File: src/rtl/rxu_pkg.sv
package rxu_pkg;
  localparam int FRAME_W = 12;   // up to 9 data + parity/stop bits
  localparam int DATA_W  = 9;

  typedef enum logic [1:0] {
    FMT_8N = 2'b00,
    FMT_8E = 2'b01,
    FMT_8O = 2'b10,
    FMT_9N = 2'b11
  } rxu_fmt_e;

  typedef enum logic [1:0] {
    ST_IDLE,
    ST_START,
    ST_BITS
  } rxu_state_e;

  typedef struct packed {
    logic              ferr;
    logic              perr;
    logic [DATA_W-1:0] data;
  } rxu_word_t;
endpackage

File: src/rtl/rxu_baud.sv
module rxu_baud #(
  parameter int DIV_W = 16
) (
  input  logic             clk,
  input  logic             rst_n,
  input  logic [DIV_W-1:0] divisor,
  output logic             tick
);
  logic [DIV_W-1:0] cnt;

  always_ff @(posedge clk or negedge rst_n) begin
    if (!rst_n) begin
      cnt  <= '0;
      tick <= 1'b0;
    end else if (cnt >= divisor) begin
      cnt  <= '0;
      tick <= 1'b1;
    end else begin
      cnt  <= cnt + 1'b1;
      tick <= 1'b0;
    end
  end

  // with a non-zero divisor, ticks never come back to back
  p_tick_gap_r1: assert property (@(posedge clk) disable iff (!rst_n)
    (tick && divisor != '0) |=> (!tick || divisor == '0));
endmodule

File: src/rtl/rxu_frame.sv
module rxu_frame
  import rxu_pkg::*;
(
  input  logic       clk,
  input  logic       rst_n,
  input  logic       tick,
  input  logic       rx,
  input  logic [1:0] fmt,
  input  logic       two_stop,
  output logic       busy,
  output logic       done,
  output rxu_word_t  word
);
  rxu_state_e         state;
  logic               armed;
  logic [3:0]         sub;
  logic [3:0]         idx;
  logic [1:0]         smp;
  logic [FRAME_W-1:0] frame;

  logic [3:0] stop_pos, last_idx;
  logic       has_par, par_x;
  rxu_word_t  judged;

  always_comb begin
    has_par  = (fmt == FMT_8E) || (fmt == FMT_8O);
    stop_pos = (fmt == FMT_9N || has_par) ? 4'd9 : 4'd8;
    last_idx = stop_pos + {3'd0, two_stop};
    par_x    = ^frame[8:0];
    judged.data = (fmt == FMT_9N) ? frame[8:0] : {1'b0, frame[7:0]};
    judged.ferr = !frame[stop_pos] || (two_stop && !frame[stop_pos + 4'd1]);
    judged.perr = (fmt == FMT_8E) ? par_x :
                  (fmt == FMT_8O) ? !par_x : 1'b0;
  end

  always_ff @(posedge clk or negedge rst_n) begin
    if (!rst_n) begin
      state <= ST_IDLE;
      armed <= 1'b0;
      sub   <= '0;
      idx   <= '0;
      smp   <= '0;
      frame <= '0;
      done  <= 1'b0;
      word  <= '0;
    end else begin
      done <= 1'b0;
      case (state)
        ST_IDLE: begin
          sub <= '0;
          if (rx)         armed <= 1'b1;
          else if (armed) state <= ST_START;
        end
        ST_START: if (tick) begin
          sub <= sub + 4'd1;
          if (sub == 4'd8 && rx) state <= ST_IDLE;   // false start
          else if (sub == 4'd15) begin
            state <= ST_BITS;
            idx   <= '0;
          end
        end
        ST_BITS: if (tick) begin
          sub <= sub + 4'd1;
          if (sub == 4'd7) smp[0] <= rx;
          if (sub == 4'd8) smp[1] <= rx;
          if (sub == 4'd9)
            frame[idx] <= (smp[0] & smp[1]) | (smp[0] & rx) | (smp[1] & rx);
          if (sub == 4'd15) begin
            if (idx == last_idx) begin
              done  <= 1'b1;
              word  <= judged;
              state <= ST_IDLE;
              armed <= 1'b0;     // wait for a high line before next start
            end else begin
              idx <= idx + 4'd1;
            end
          end
        end
        default: state <= ST_IDLE;
      endcase
    end
  end

  assign busy = (state != ST_IDLE);

  // a low line after a frame must not be taken as a new start bit
  p_wait_high_r7: assert property (@(posedge clk) disable iff (!rst_n)
    (state == ST_IDLE && !armed) |=> (state != ST_START));
  // a completed word always leaves the engine idle
  p_done_idle_r6: assert property (@(posedge clk) disable iff (!rst_n)
    done |-> !busy);
endmodule

File: src/rtl/rxu_fifo.sv
module rxu_fifo #(
  parameter int DEPTH = 4,
  parameter int W     = 11
) (
  input  logic         clk,
  input  logic         rst_n,
  input  logic         push,
  input  logic [W-1:0] push_word,
  output logic         out_valid,
  input  logic         out_ready,
  output logic [W-1:0] out_word,
  input  logic         ovr_clr,
  output logic         ovr
);
  localparam int AW = (DEPTH > 1) ? $clog2(DEPTH) : 1;
  localparam int CW = $clog2(DEPTH + 1);

  logic [W-1:0]  mem [DEPTH];
  logic [AW-1:0] wr_ptr, rd_ptr;
  logic [CW-1:0] count;
  logic          full, do_push, do_pop;

  assign full      = (count == CW'(DEPTH));
  assign out_valid = (count != '0);
  assign do_push   = push && !full;
  assign do_pop    = out_valid && out_ready;
  assign out_word  = mem[rd_ptr];

  always_ff @(posedge clk or negedge rst_n) begin
    if (!rst_n) begin
      wr_ptr <= '0;
      rd_ptr <= '0;
      count  <= '0;
      ovr    <= 1'b0;
      for (int i = 0; i < DEPTH; i++) mem[i] <= '0;
    end else begin
      if (do_push) begin
        mem[wr_ptr] <= push_word;
        wr_ptr <= (wr_ptr == AW'(DEPTH - 1)) ? '0 : wr_ptr + 1'b1;
      end
      if (do_pop)
        rd_ptr <= (rd_ptr == AW'(DEPTH - 1)) ? '0 : rd_ptr + 1'b1;
      if (do_push && !do_pop)      count <= count + 1'b1;
      else if (do_pop && !do_push) count <= count - 1'b1;
      if (push && full)  ovr <= 1'b1;
      else if (ovr_clr)  ovr <= 1'b0;
    end
  end

  p_no_overflow_r10: assert property (@(posedge clk) disable iff (!rst_n)
    count <= CW'(DEPTH));
  p_hold_stall_r10: assert property (@(posedge clk) disable iff (!rst_n)
    (out_valid && !out_ready) |=> (out_valid && $stable(out_word)));
  p_overrun_cause_r11: assert property (@(posedge clk) disable iff (!rst_n)
    $rose(ovr) |-> $past(push && full));
endmodule

File: src/rtl/serial_rx_engine.sv
module serial_rx_engine
  import rxu_pkg::*;
#(
  parameter int DIV_W = 16,
  parameter int DEPTH = 4
) (
  input  logic             clk,
  input  logic             rst_n,
  input  logic [DIV_W-1:0] baud_div,
  input  logic [1:0]       frame_sel,
  input  logic             two_stop,
  input  logic             loop_en,
  input  logic             rx_pin,
  input  logic             tx_data_in,
  output logic             tx_pin,
  output logic             rd_valid,
  input  logic             rd_ready,
  output logic [8:0]       rd_data,
  output logic             rd_ferr,
  output logic             rd_perr,
  output logic             line_idle,
  output logic             overrun,
  input  logic             overrun_clr
);
  localparam int WORD_W = $bits(rxu_word_t);

  logic       tick, busy, done;
  logic [1:0] sync;
  rxu_word_t  new_word, head;

  assign tx_pin = tx_data_in;

  always_ff @(posedge clk or negedge rst_n) begin
    if (!rst_n) sync <= 2'b11;
    else        sync <= {sync[0], loop_en ? tx_data_in : rx_pin};
  end

  rxu_baud #(.DIV_W(DIV_W)) u_baud (
    .clk(clk), .rst_n(rst_n), .divisor(baud_div), .tick(tick)
  );

  rxu_frame u_frame (
    .clk(clk), .rst_n(rst_n), .tick(tick), .rx(sync[1]),
    .fmt(frame_sel), .two_stop(two_stop),
    .busy(busy), .done(done), .word(new_word)
  );

  rxu_fifo #(.DEPTH(DEPTH), .W(WORD_W)) u_fifo (
    .clk(clk), .rst_n(rst_n), .push(done), .push_word(new_word),
    .out_valid(rd_valid), .out_ready(rd_ready), .out_word(head),
    .ovr_clr(overrun_clr), .ovr(overrun)
  );

  assign rd_data   = head.data;
  assign rd_ferr   = head.ferr;
  assign rd_perr   = head.perr;
  assign line_idle = !busy;

  // transmit pin mirrors the transmit data in every mode
  always_comb a_tx_follow_r9: assert (tx_pin == tx_data_in);
endmodule

File: config.mk
export PLATFORM = sky130hd
export DESIGN_NAME = serial_rx_engine
export DESIGN_NICKNAME = d
export VERILOG_FILES = /design/src/rtl/rxu_pkg.sv /design/src/rtl/rxu_baud.sv /design/src/rtl/rxu_frame.sv /design/src/rtl/rxu_fifo.sv /design/src/rtl/serial_rx_engine.sv
export SDC_FILE = /design/constraint.sdc
export NUM_CORES = 1
export LEC_CHECK = 0
export ABC_AREA = 1
export ABC_CLOCK_PERIOD_IN_PS = 2110
export CORE_ASPECT_RATIO = 0.8
export CORE_MARGIN = 2
export CORE_UTILIZATION = 59
export CTS_BUF_LIST = sky130_fd_sc_hd__clkbuf_16
export CTS_CLUSTER_SIZE = 10
export DETAILED_ROUTE_END_ITERATION = 10
export PLACE_DENSITY = 0.8
export SYNTH_ARGS = -nofsm -noshare
export SYNTH_HDL_FRONTEND = slang
export SYNTH_SLANG_ARGS = --single-unit
File: constraint.sdc
create_clock -name clk -period 2.11 [get_ports clk]
set_input_delay 0.422 -clock clk [delete_from_list [all_inputs] [get_ports clk]]
set_output_delay 0.422 -clock clk [all_outputs]
set_load 0.005 [all_outputs]
Word level (Yosys, flattened, before mapping)
Cells that the tools add are included.
{"block": "totals", "regBits": 108, "elab_cells": 161, "output_inout_bits": 15, "inputBits": 26}
{"block": "op_classes", "add_sub_neg": 9, "n_bitwise": 7, "n_lt_le_gt_ge": 8, "muxes": 53, "eq_ne": 25, "n_reduce_logical": 37}
{"op": "44-bit bitwise mux", "count": 1}
{"op": "11-bit two-way mux", "count": 3}
{"op": "4-bit two-way mux", "count": 7}
{"op": "11-bit binary-select mux with 2-bit select", "count": 1}
{"op": "11-bit demux with 2-bit select", "count": 1}
{"op": "2-bit two-way mux", "count": 10}
{"op": "1-bit two-way mux", "count": 18}
{"op": "16-bit by 1-bit adder with 16-bit output, second input constant", "count": 1}
{"op": "16-bit greater-or-equal comparator", "count": 1}
{"op": "16-bit two-way mux", "count": 1}
{"op": "4-bit one-hot mux with 2 select lines", "count": 2}
{"op": "4-bit by 5-bit less-than comparator with 1-bit output, second input constant", "count": 3}
{"op": "7-bit AND reduction", "count": 2}
{"op": "4-bit by 1-bit adder with 4-bit output, second input constant", "count": 3}
{"op": "12-bit bitwise mux", "count": 1}
{"op": "4-bit equality test, second input constant", "count": 3}
{"op": "2-bit inequality test, second input constant", "count": 6}
{"op": "2-bit nonzero test", "count": 6}
{"op": "2-bit equality test, second input constant", "count": 5}
{"op": "2-bit by 1-bit inequality test with 1-bit output, second input constant", "count": 5}
{"op": "1-bit logical AND", "count": 9}
{"op": "9-bit two-way mux", "count": 1}
{"op": "3-bit AND reduction", "count": 3}
{"op": "9-bit XOR reduction", "count": 1}
{"op": "28 further kinds", "count": 45}

Depth between registers and ports, before layout
{"block": "depth", "depth_word": 10, "mapped_depth": 12, "ltp_nobuf": 12}

By module
Synthesis repeated with hierarchy kept, for this count alone.
{"block": "unflattened", "hier_cells": 760, "area_unflattened_um2": 6173.4}
{"mod": "rxu_fifo", "n_inst": 1, "area_each_um2": 2753.9, "seq_area_each_um2": 1301.2, "cells_per_inst": 334}
{"mod": "rxu_frame", "n_inst": 1, "area_each_um2": 2062.0, "seq_area_each_um2": 900.9, "cells_per_inst": 250}
{"mod": "rxu_baud", "n_inst": 1, "area_each_um2": 1278.7, "seq_area_each_um2": 425.4, "cells_per_inst": 168}
{"mod": "serial_rx_engine", "n_inst": 1, "area_each_um2": 78.8, "seq_area_each_um2": 52.6, "cells_per_inst": 8}

Worst setup path before layout
OpenSTA, ideal clock, no wires.
{"block": "synth_timing", "kind": "input -> register", "from": "input port frame_sel[1]", "to": "register u_frame.armed", "path_slack_ps": 303, "required_ps": 1989, "n_path_buf": 1, "arrival_time_ps": 1686, "setup_ps": 121, "path_stages": 10, "path_cell_list": "nor2_1 -> inv_1 -> ha_1 -> inv_1 -> nand2_1 -> nand2_1 -> nor3_2 -> nand3_1 -> buf_6 -> a22o_1"}
{"block": "synth_via", "elab_chain_cells": 8, "word_cells_on_any_way": 10, "classes_between": "add/sub (1); eq/ne (5); mux (1); reduce/logical (3)"}
{"element": "from (decl)", "line_no": "serial_rx_engine.sv:10", "source": "input logic [1:0] frame_sel,"}
{"element": "2-bit by 1-bit equality test with 1-bit output / 2-bit equality test (equally long branches)", "line_no": "rxu_frame.sv:26", "source": "has_par = (fmt == FMT_8E) || (fmt == FMT_8O);"}
{"element": "1-bit logical OR", "line_no": "rxu_frame.sv:26"}
{"element": "1-bit logical OR *", "line_no": "rxu_frame.sv:27", "source": "stop_pos = (fmt == FMT_9N || has_par) ? 4'd9 : 4'd8;"}
{"element": "1-bit two-way mux *", "line_no": "rxu_frame.sv:27"}
{"element": "4-bit by 1-bit adder with 4-bit output *", "line_no": "rxu_frame.sv:28", "source": "last_idx = stop_pos + {3'd0, two_stop};"}
{"element": "4-bit equality test *", "line_no": "rxu_frame.sv:69", "source": "if (idx == last_idx) begin"}
{"element": "2-bit by 1-bit inequality test with 1-bit output (no line) *"}
{"element": "5-bit AND reduction (no line) *"}
{"element": "to (signal assigned)", "line_no": "rxu_frame.sv:39", "source": "armed <= 1'b0;"}
{"element": "to (signal assigned)", "line_no": "rxu_frame.sv:51", "source": "if (rx) armed <= 1'b1;"}
{"element": "to (signal assigned)", "line_no": "rxu_frame.sv:73", "source": "armed <= 1'b0;"}
{"element": "to (decl)", "line_no": "rxu_frame.sv:15", "source": "logic armed;"}
Every way passes the cells marked *; elsewhere a longest branch is shown, timed or not.
A chain may end at the register's enable or synchronous reset.

Final worst setup path
{"block": "layout_timing", "from": "register u_fifo.rd_ptr[0]", "to": "output port rd_data[1]"}
{"block": "layout_via", "elab_chain_cells": 4}
{"element": "from (decl)", "line_no": "rxu_fifo.sv:19", "source": "logic [AW-1:0] wr_ptr, rd_ptr;"}
{"element": "from (signal assigned)", "line_no": "rxu_fifo.sv:42", "source": "rd_ptr <= (rd_ptr == AW'(DEPTH - 1)) ? '0 : rd_ptr + 1'b1;"}
{"element": "2-bit inverter with 3-bit output (implied by the code)", "line_no": "rxu_fifo.sv:27", "source": "assign out_word = mem[rd_ptr];"}
{"element": "11-bit binary-select mux with 2-bit select", "line_no": "rxu_fifo.sv:27"}
{"element": "11-bit two-way mux (implied by the code) (2 in a row)", "line_no": "rxu_fifo.sv:27"}
{"element": "to (decl)", "line_no": "serial_rx_engine.sv:18", "source": "output logic [8:0] rd_data,"}
No other way between the ends. The select of a mux whose other input is x is not followed.

==> metrics.md <==
| Metric | Value |
|---|---|
| Crit Path Max Fanout | 23 |
| Max Cap Viol | 0 |
| I/O pins | 41 |
| Most numerous cell in the Yosys netlist | nand2_1 |
| GR Overflow Total | 0 |
| Share of flip-flops with an asynchronous set or reset | 100% |
| Area of the multi-input gates | 2440 µm² |
| Top cell type by total area after synthesis | dfrtp_1 |
| Clock Skew | 4.92 ps |
| Reg2Reg Depth | 9 |
| Worst slew margin | 18.3% |
| Final design area excluding fillers | 6520 µm² |
| Core area | 9080 µm² |
| First-pass GRT wire length | 19500 µm |
| Hold Crit Class | primary input to asynchronous set/reset pin |
| WS Path Type | flop to output pin |
| Final Setup Violations | 0 |
| Switching portion of total power | 30.1% |
| Internal power | 3990 µW |
| H-tree level count | 3 |
| Die height | 90.6 µm |
| Area growth, synth to finish | 17.9% |
| Leak | 0.00313 µW |
| Area after DPL | 6170 µm² |
| Root Buffer Master | clkbuf_16 |
| Setup crit start kind | flop |
| DRC violations left | 0 |
| Synthesized instance count | 651 |
| WP data required | 1690 ps |
| Leading cell types by count after synthesis | 130 x nand2_1, 105 x dfrtp_1, 96 x o21ai_0 |
| Routed WL | 11300 µm |
| Post-synthesis net count | 712 |
| DRT Pass-1 Iters | 7 |
| Fill cells | 680 |
| Maximum VDD drop | 0.882 mV |
| Sequential Area | 2680 µm² |
| Worst-margin pin slew | 1210 ps |
| R2r endpoint | u_fifo.count[1] |
| Placer Congestion | 0.814 |
| Drt wl/cell | 13.7 µm |
| Via count | 4463 |
| Cell variety after synth | 37 |
| Max Buffers Root-to-Sink | 2 |
| Cell Pwr Density | 874 nW/µm² |
| Min cycle time layout | 1990 ps |
| Switch Pwr | 1710 µW |
| Final #Nets | 769 |
| Hold Vio Cnt, Final | 0 |
| CTS Buf Count | 9 |
| CP Capture Type | output pin |
| Crit Reg-Reg Startpoint | u_fifo.count[1] |
| Share of power burned in registers | 40.5% |
| Yosys top cell area share | 47.5% |
| Clk Latency, worst-skew pair | 340 ps |
| Die Wd | 112 µm |
| Share of cells above drive strength 1 | 8.99% |
| CP arrival | 1570 ps |
| Ys Warns | 0 |
| GRT Util Overall | 23.6% |
| TritonCTS clock tree | done |
| Core Util, Final | 71.8% |
| Largest net degree at the start of global routing | 37 |
| Post-synth EDFFs | 0 |
| CP Launch Point | u_fifo.rd_ptr[0] |
| Largest cells by area after synthesis | dfrtp_1 48%, nand2_1 8.8%, o21ai_0 8.7% |
| Clock group share of total power | 30.5% |
| Seq cells post-synth | 107 |
| Initial Util | 60.9% |
| Antenna cells | 0 |
| Die Footprint | 10200 µm² |
| Post-Syn Area | 5530 µm² |
| F_max | 502 MHz |
| Reg2Reg Setup Slack | 180 ps |
| Via-per-instance ratio | 5.40 |
| Clk sink count | 107 |
| Primary FF master, synth | dfrtp_1 |
| RSZ-0062 raised after global routing | false |
| Port Buffers | 40 |
| Reg clk slew, reported paths | 70 ps |
| Status | finished, final reports clean |
| Detailed placement HPWL | 8030 µm |
| Mean Syn Cell Area | 8.50 µm² |
| DRT iter0 DRCs | 224 |
| Vias in the first global route | 4317 |
| Antenna violations before repair | 0 |
| Fin crit share | 94.5% |
| Register area share after synthesis | 48.5% |
| Detail Route Antenna Nets | 0 |
| Slew Limit Fails | 0 |
| Hold slack | 15.3 ps |
| Row cnt | 31 |
| Logic pwr share | 28.9% |
cell families (layout without fill, tap and decap cells):
group           count (synthesis)  in the layout  synth area share, %
compound gates                133            133                 12.6
simple gates                  242            242                 18.5
buf+inv                       106            167                 7.69
mux                             9              9                 1.65
flops                         107            107                 48.5
fa+ha+maj                      35             35                 8.05
xor+xnor                       19             19                 3.01
power by group through the flow:
| stage | registers [µW] | clock network [µW] | logic [µW] |
|---|---|---|---|
| 3_5_place_dp | 2350 | 0 | 1700 |
| 5_1_grt | 2330 | 1850 | 1870 |
| 6_report | 2310 | 1740 | 1650 |
| 4_1_cts | 2320 | 1770 | 1620 |
| 3_3_place_gp | 2350 | 0 | 1640 |
| 2_1_floorplan | 2330 | 0 | 941 |
through the flow:
stage	TNS [ps]	total power [µW]	worst slack, ps	cells
detailed placement	-4060	4050	-240	807
CTS	0	5700	89.5	822
floorplan	0	3270	303	651
global route	0	6040	10.6	827
finish	0	5700	116	827
global placement	-1710	3980	-142	807
worst max-delay path, cell delays in order (launching register included):
cell	delay, ps
dfrtp_1	400
inv_1	100
buf_12	160
o21ai_0	90
o22ai_1	210
dlygate4sd2_1	260
flip-flops by register name (all words and copies together) (netlist names):
name / flops
sync: 2
u_frame.frame: 11
u_fifo.wr_ptr: 2
u_frame.smp: 2
u_frame.idx: 4
u_frame.sub: 4
u_fifo.ovr: 1
u_fifo.mem: 44
u_baud.tick: 1
u_frame.armed: 1
u_frame.word: 11
u_fifo.rd_ptr: 2
u_fifo.count: 3
u_baud.cnt: 16
u_frame.done: 1
u_frame.state: 2
cell type report:
class	count	area share [%]
clock buffers	9	3.45
flip-flops and latches	107	41.1
clock inverters	6	1.25
repair buffers	67	9.63
well taps	115	2.21
inverters	85	4.91
multi-input cells	438	37.4
worst max-delay path by stage:
stage	endpoint	slack [ps]
5_1_grt	rd_perr	10
3_3_place_gp	u_frame.armed	-140
2_1_floorplan	u_frame.armed	300
6_report	rd_data[1]	120
4_1_cts	line_idle	90
3_5_place_dp	u_frame.word[8]	-240
cell usage in the layout (no fill, tap or decap), types with 4 or more instances in the layout:
cell type        instances
nand2_1                130
dfrtp_1                105
o21ai_0                 96
inv_1                   79
nor2_1                  56
ha_1                    33
clkdlybuf4s50_1         26
nand3_1                 24
buf_4                   22
a21oi_1                 18
xor2_1                  14
nor3_1                  12
o22ai_1                 11
dlygate4sd2_1           11
clkbuf_16                9
mux2i_1                  8
nand4_1                  5
xnor2_1                  5
nor2_2                   4
inv_2                    4
nor3_2                   4
timing repair:
action / 4_1_cts / 5_1_grt
gates resized for setup: 13 / 6
pin swaps: 1 / 3
cloned: 0 / 2
setup endpoints to repair: 11 / 20
setup buffers: 0 / 3
hold buffers: 0 / 0
layer usage:
layer | wire [µm] | up-vias | global-route usage [%]
li1 | - | 2223 | -
met1 | 4930 | 2107 | 31.6
met2 | 5560 | 118 | 39.8
met3 | 654 | 15 | 4.83
met4 | 153 | 0 | 5.89
met5 | 0 | - | 0
Power figures use the tool's default switching activity.
